**config.mk**
```make
export PLATFORM = sky130hd
export DESIGN_NAME = adc_smp_top
export DESIGN_NICKNAME = d
export VERILOG_FILES = /design/src/rtl/adc_smp_pkg.sv /design/src/rtl/adc_smp_cfg.sv /design/src/rtl/adc_smp_timer.sv /design/src/rtl/adc_smp_seq.sv /design/src/rtl/adc_smp_irq.sv /design/src/rtl/adc_smp_top.sv
export SDC_FILE = /design/constraint.sdc
export NUM_CORES = 1
export LEC_CHECK = 0
export BUFFER_PORTS_ARGS = -buffer_cell sky130_fd_sc_hd__buf_2
export CORE_MARGIN = 2
export CORE_UTILIZATION = 30
export CTS_CLUSTER_DIAMETER = 40
export DETAILED_ROUTE_END_ITERATION = 12
export GPL_TIMING_DRIVEN = 0
export HOLD_SLACK_MARGIN = 0.03
export PLACE_DENSITY = 0.48
export SLEW_MARGIN = 20
export SYNTH_ARGS = -nofsm -noshare
export SYNTH_HDL_FRONTEND = slang
export SYNTH_SLANG_ARGS = --single-unit
```
**constraint.sdc**
```tcl
create_clock -name clk -period 5.2 [get_ports clk]
set_input_delay 0 -clock clk [delete_from_list [all_inputs] [get_ports clk]]
set_output_delay 0 -clock clk [all_outputs]
set_load 0.05 [all_outputs]
```
**src/rtl/adc_smp_pkg.sv**
```systemverilog
// Shared types and helpers for the power-gated ADC sampler.
// Assumes conversion time and clock rate are given as whole numbers.
package adc_smp_pkg;

    // Sequencer phases of one sample
    typedef enum logic [2:0] {
        ST_OFF   = 3'd0,
        ST_PWRUP = 3'd1,
        ST_CONV  = 3'd2,
        ST_READ  = 3'd3,
        ST_DONE  = 3'd4
    } seq_state_t;

    // Configuration register select codes
    localparam logic [1:0] SEL_IVL    = 2'd0;
    localparam logic [1:0] SEL_SETTLE = 2'd1;
    localparam logic [1:0] SEL_CTRL   = 2'd2;

    // Conversion wait in clock cycles, rounded up
    function automatic int conv_cycles(input int clk_mhz, input int conv_ns);
        return (clk_mhz * conv_ns + 999) / 1000;
    endfunction

endpackage

```
**src/rtl/adc_smp_cfg.sv**
```systemverilog
// Configuration registers: interval, settle delay and master enable.
// Assumes one write per cycle; the unused select code is ignored.
module adc_smp_cfg #(
    parameter int CFG_W      = 16,
    parameter int SETL_W     = 8,
    parameter int SETTLE_RST = 8
) (
    input  logic              clk,
    input  logic              rst_n,
    input  logic              we,
    input  logic [1:0]        sel,
    input  logic [CFG_W-1:0]  wdata,
    output logic [CFG_W-1:0]  ivl,
    output logic [SETL_W-1:0] settle,
    output logic              en,
    output logic              ivl_wr
);
    import adc_smp_pkg::*;

    // Strobe telling the timer to restart its phase
    assign ivl_wr = we && (sel == SEL_IVL);

    // Register writes
    always_ff @(posedge clk) begin
        if (!rst_n) begin
            ivl    <= '0;
            settle <= SETL_W'(SETTLE_RST);
            en     <= 1'b0;
        end else if (we) begin
            case (sel)
                SEL_IVL:    ivl    <= wdata;
                SEL_SETTLE: settle <= wdata[SETL_W-1:0];
                SEL_CTRL:   en     <= wdata[0];
                default:    ;
            endcase
        end
    end
endmodule

```
**src/rtl/adc_smp_timer.sv**
```systemverilog
// Interval timer: one-cycle tick every ivl cycles while enabled.
// Assumes ivl == 0 means periodic sampling is off.
module adc_smp_timer #(
    parameter int CFG_W = 16
) (
    input  logic             clk,
    input  logic             rst_n,
    input  logic             en,
    input  logic [CFG_W-1:0] ivl,
    input  logic             ivl_wr,
    output logic             tick
);
    logic [CFG_W-1:0] cnt;
    logic             run;

    assign run  = en && (ivl != '0);
    assign tick = run && (cnt == ivl - CFG_W'(1));

    // Phase counter, restarted by interval writes
    always_ff @(posedge clk) begin
        if (!rst_n)
            cnt <= '0;
        else if (ivl_wr || !run || tick)
            cnt <= '0;
        else
            cnt <= cnt + CFG_W'(1);
    end
endmodule

```
**src/rtl/adc_smp_seq.sv**
```systemverilog
// Sample sequencer: holds one request, powers the converter, waits
// settle and conversion time, strobes the read and latches the result.
// Assumes CONV_CYC >= 1 and the counter is wide enough for both waits.
module adc_smp_seq #(
    parameter int DATA_W   = 8,
    parameter int SETL_W   = 8,
    parameter int CONV_CYC = 225
) (
    input  logic              clk,
    input  logic              rst_n,
    input  logic              en,
    input  logic              cmd,
    input  logic              tick,
    input  logic [SETL_W-1:0] settle,
    input  logic [DATA_W-1:0] adc_data,
    output logic              pwr_en,
    output logic              start,
    output logic              rd,
    output logic              done,
    output logic [DATA_W-1:0] result
);
    import adc_smp_pkg::*;

    localparam int CONV_W = $clog2(CONV_CYC + 1);
    localparam int SEQ_W  = (CONV_W > SETL_W) ? CONV_W : SETL_W;

    seq_state_t       state;
    logic [SEQ_W-1:0] cnt;
    logic             pend;
    logic             req;
    logic             accept;
    logic             cnt_zero;

    assign req      = en && (cmd || tick);
    assign accept   = (state == ST_OFF) && en && (pend || req);
    assign cnt_zero = (cnt == '0);

    assign pwr_en = (state != ST_OFF);
    assign start  = (state == ST_PWRUP) && cnt_zero;
    assign rd     = (state == ST_READ);
    assign done   = (state == ST_READ);

    // Single held request; merges repeats, dropped when disabled
    always_ff @(posedge clk) begin
        if (!rst_n || !en || accept)
            pend <= 1'b0;
        else
            pend <= pend || req;
    end

    // Phase sequencer with shared down-counter
    always_ff @(posedge clk) begin
        if (!rst_n) begin
            state <= ST_OFF;
            cnt   <= '0;
        end else begin
            case (state)
                ST_OFF: begin
                    if (accept) begin
                        state <= ST_PWRUP;
                        cnt   <= SEQ_W'(settle);
                    end
                end
                ST_PWRUP: begin
                    if (cnt_zero) begin
                        state <= ST_CONV;
                        cnt   <= SEQ_W'(CONV_CYC - 1);
                    end else begin
                        cnt <= cnt - SEQ_W'(1);
                    end
                end
                ST_CONV: begin
                    if (cnt_zero)
                        state <= ST_READ;
                    else
                        cnt <= cnt - SEQ_W'(1);
                end
                ST_READ: state <= ST_DONE;
                ST_DONE: state <= ST_OFF;
                default: state <= ST_OFF;
            endcase
        end
    end

    // Result latch at the end of the read strobe
    always_ff @(posedge clk) begin
        if (!rst_n)
            result <= '0;
        else if (state == ST_READ)
            result <= adc_data;
    end
endmodule

```
**src/rtl/adc_smp_irq.sv**
```systemverilog
// Completion interrupt with overrun flag.
// Assumes done is a one-cycle pulse; acknowledge of the old result
// in the same cycle as a new completion is not an overrun.
module adc_smp_irq (
    input  logic clk,
    input  logic rst_n,
    input  logic done,
    input  logic ack,
    output logic irq,
    output logic overrun
);
    // Interrupt and overrun update
    always_ff @(posedge clk) begin
        if (!rst_n) begin
            irq     <= 1'b0;
            overrun <= 1'b0;
        end else begin
            if (done)
                irq <= 1'b1;
            else if (ack)
                irq <= 1'b0;

            if (ack)
                overrun <= 1'b0;
            else if (done && irq)
                overrun <= 1'b1;
        end
    end
endmodule

```
**src/rtl/adc_smp_top.sv**
```systemverilog
// Power-gated periodic ADC sampler top level.
// Assumes an external converter with power enable, start and read
// strobes and a parallel data bus valid during the read strobe.
module adc_smp_top #(
    parameter int DATA_W     = 8,
    parameter int CFG_W      = 16,
    parameter int SETL_W     = 8,
    parameter int SETTLE_RST = 8,
    parameter int CLK_MHZ    = 125,
    parameter int CONV_NS    = 1800
) (
    input  logic              clk,
    input  logic              rst_n,
    input  logic              cfg_we,
    input  logic [1:0]        cfg_sel,
    input  logic [CFG_W-1:0]  cfg_wdata,
    input  logic              smp_cmd,
    input  logic              irq_ack,
    input  logic [DATA_W-1:0] adc_data,
    output logic              adc_pwr_en,
    output logic              adc_start,
    output logic              adc_rd,
    output logic [DATA_W-1:0] smp_result,
    output logic              irq,
    output logic              overrun
);
    localparam int CONV_CYC = adc_smp_pkg::conv_cycles(CLK_MHZ, CONV_NS);

    logic [CFG_W-1:0]  ivl;
    logic [SETL_W-1:0] settle;
    logic              en;
    logic              ivl_wr;
    logic              tick;
    logic              done;

    adc_smp_cfg #(.CFG_W(CFG_W), .SETL_W(SETL_W), .SETTLE_RST(SETTLE_RST)) u_cfg (
        .clk(clk), .rst_n(rst_n), .we(cfg_we), .sel(cfg_sel), .wdata(cfg_wdata),
        .ivl(ivl), .settle(settle), .en(en), .ivl_wr(ivl_wr)
    );

    adc_smp_timer #(.CFG_W(CFG_W)) u_timer (
        .clk(clk), .rst_n(rst_n), .en(en), .ivl(ivl), .ivl_wr(ivl_wr), .tick(tick)
    );

    adc_smp_seq #(.DATA_W(DATA_W), .SETL_W(SETL_W), .CONV_CYC(CONV_CYC)) u_seq (
        .clk(clk), .rst_n(rst_n), .en(en), .cmd(smp_cmd), .tick(tick),
        .settle(settle), .adc_data(adc_data), .pwr_en(adc_pwr_en),
        .start(adc_start), .rd(adc_rd), .done(done), .result(smp_result)
    );

    adc_smp_irq u_irq (
        .clk(clk), .rst_n(rst_n), .done(done), .ack(irq_ack),
        .irq(irq), .overrun(overrun)
    );
endmodule

```
==> results.toml <==
[critical_path]
path_max_fanout = 10
cp_data_required_time_ps = 5430
startpoint_type = "flip-flop"
cpPeakStageDelay_ps = 560
r2r-start = "u_cfg.ivl[2]"
worstPathArrival_ps = 3590
crit_path_end = "u_timer.cnt[13]"
cp_cell_sequence = "buf_6 -> nor4_4 -> nand4_1 -> or4b_1 -> a2111o_1 -> o21ai_1 -> buf_2 -> nor2_1"
crit_path_start = "u_cfg.ivl[2]"
regToRegSetupSlack_ps = 1840
crit_family = "simple AND/OR/NAND/NOR gates"
cpMaxStageDelayCell = "or4b_1"
crit_type = "flip-flop to flip-flop"
crit_cells = 8
cp-end-kind = "flip-flop"
worstRegToRegCells = 8
worst-path-buf-inv = 2
rr_endpoint = "u_timer.cnt[13]"

[sta]
min_period_ps = 3360
tns_ps = 0
hold_slack_ps = 52.5
finalWorstSetupSlack_ps = 1840
slew-limit-headroom_pct = 50.9
skew_ps = 7.57
max_freq_mhz = 298
setup_viol = 0
slew_violations = 0
period_share_pct = 64.6
worstMarginPinSlew_ps = 730
rsz0062_at_grt = "no"
hold_viol = 0

[place]
pre_cts_slack_ps = 1820
gp_congestion = 0.893
hpwl_um = 6650
port_buffers = 42

[clocking]
clk_pin_slew_worst_paths_ps = 70
cts_tree = "yes"
clockRootBuffer = "clkbuf_8"
cts_sinks = 63
cts.path.max_buffers = 2
numCtsBuffers = 9
clk_latency_ps = 340
cts_resized = 0
post-cts-setup-buffer-count = 0
htree_levels = 3

[yosys]
synth_top_area_share_pct = 38.2
yosys.cell_types.count = 64
synth_warnings = 0
synth_area_leaders = "dfxtp_1 (38%), nand2_1 (7.3%), a21oi_1 (5.2%)"
async_flop_share_pct = 0
synthesis.area_um2 = 3300
synth_edf_count = 0
yosysSeqAreaShare_pct = 38.2
synthesis.instances = 407
yosys.area.top_type = "dfxtp_1"
syn_area_per_cell_um2 = 8.11
synth_nets = 441
synth-seq-cells = 63
ys.flop_type = "dfxtp_1"

[grt]
grt_max_degree = 11
track_usage_pct = 16.2
grt_pass1_vias = 3032
antenna_found_initial = 0
overflow = 0
grt_pass1_wl_um = 14900

[final_layout]
syn2layout_area_growth_pct = 26.5
final_common_cell = "nand2_1"
final_core_util_pct = 38.7
final_cell_mix = "nand2_1 (64), dfxtp_1 (63), nor2_1 (45), buf_2 (44), a21oi_1 (34)"
drive_gt1_share_pct = 14.9
diodes = 0
fin_nets = 520

[floorplan]
rows = 38
coreArea_um2 = 10800
die_height_um = 109
dieArea_um2 = 11900
start_util_pct = 30.6
num_io_pins = 44
die_w_um = 109

[detailed_routing]
vias = 3137
drc_errors = 0
first_iter_violations = 110
ant_nets = 0
wl_um = 9230
wire_per_inst_um = 14.6
routed_via_density = 4.97
first_pass_iters = 4

[pwr]
vdd_ir_drop_max_mv = 0.0962
pwr_density_cell_nw_per_um2 = 314
finalPower_mw = 1.31
leakagePower_nw = 1.60

[flow_run]
cap_viol_max_count = 0

[min_path]
hold_path_class = "primary input to flip-flop"

[run_status]
status = "complete, no violations"
-- layer usage --
layer	share of wire, %	up-vias	GRT usage [%]	routed length (µm)
met3	3.8	8	2.69	348
met5	0	-	0	0
met1	50	1448	21.8	4570
li1	-	1608	-	-
met2	46	73	26.4	4210
met4	1.1	0	5.49	102
-- synthesized netlist by cell type, drive strengths merged (2+ instances only) --
cell type,count
or2,2
o21ai,10
nand3b,4
dfxtp,63
xor2,15
o211ai,2
a211oi,10
nand4,4
inv,8
nor3b,2
xnor2,16
or4,4
and4,2
mux2i,10
a31oi,3
a2111o,3
nor3,12
nand2,64
or3,4
clkbuf,17
ha,3
or4b,2
nor2,45
o31ai,2
and3,4
buf,6
o21a,4
o22ai,4
and3b,2
a21oi,34
nand2b,4
nand3,10
nor4,8
nor2b,2
a211o,2
-- metrics by stage --
stage / instances / area (µm²)
detailed placement: 589 / 3690
CTS: 631 / 4170
finish: 631 / 4180
global route: 631 / 4180
global placement: 589 / 3690
floorplan: 407 / 3300
-- flip-flops by register name, summed over array words and instances, names as in the netlist --
name and flops:
u_irq.overrun 1, u_seq.pend 1, u_seq.result 8, u_cfg.ivl 16
u_timer.cnt 16, u_seq.state 3, u_irq.irq 1, u_seq.cnt 8
u_cfg.en 1, u_cfg.settle 8
-- worst register-to-register path, stage by stage (launching register included) --
cell	delay, ps
dfxtp_1	310
buf_6	130
nor4_4	540
nand4_1	270
or4b_1	570
a2111o_1	510
o21ai_1	510
buf_2	340
nor2_1	70
-- report_power, final --
part	switching, mW	internal [mW]
clock network	0.199	0.296
logic	0.178	0.120
registers	0.0177	0.500
total	0.395	0.916
-- what timing repair did --
item / in CTS / in global routing
hold endpoints to repair: 35 / 0
endpoints found under the setup margin: 0 / 0
hold buffers: 26 / 0
-- worst min-delay path by stage --
| stage | start | cells past startpoint | endpoint | slack, ps |
|---|---|---|---|---|
| after floorplan | irq_ack | 1 | u_irq.overrun | 80 |
| after global placement | irq_ack | 2 | u_irq.overrun | 180 |
| after detailed placement | irq_ack | 2 | u_irq.overrun | 190 |
| after CTS | smp_cmd | 4 | u_seq.pend | 60 |
| after global routing | cfg_sel[0] | 4 | u_cfg.ivl[10] | 70 |
| final | cfg_sel[1] | 4 | u_cfg.ivl[10] | 50 |
-- area by class of cell --
class                      instances  area [µm²]
inverter                           9        33.8
fill                            1133        6620
buffer                            23        96.3
tap                              140         175
timing repair buffer              68         470
clock inverter                     3        65.1
clock buffer                      13         159
multi-input combinational        312        1920
sequential                        63        1260
-- cells by family after synthesis --
logic type | Yosys count | share of synthesized area (%)
simple gates | 179 | 27.6
fa+ha+maj | 3 | 1.14
compound gates | 88 | 17.5
flops | 63 | 38.2
mux | 11 | 3.37
buf+inv | 32 | 3.94
xor+xnor | 31 | 8.22
(Power assumes the default switching activity.)
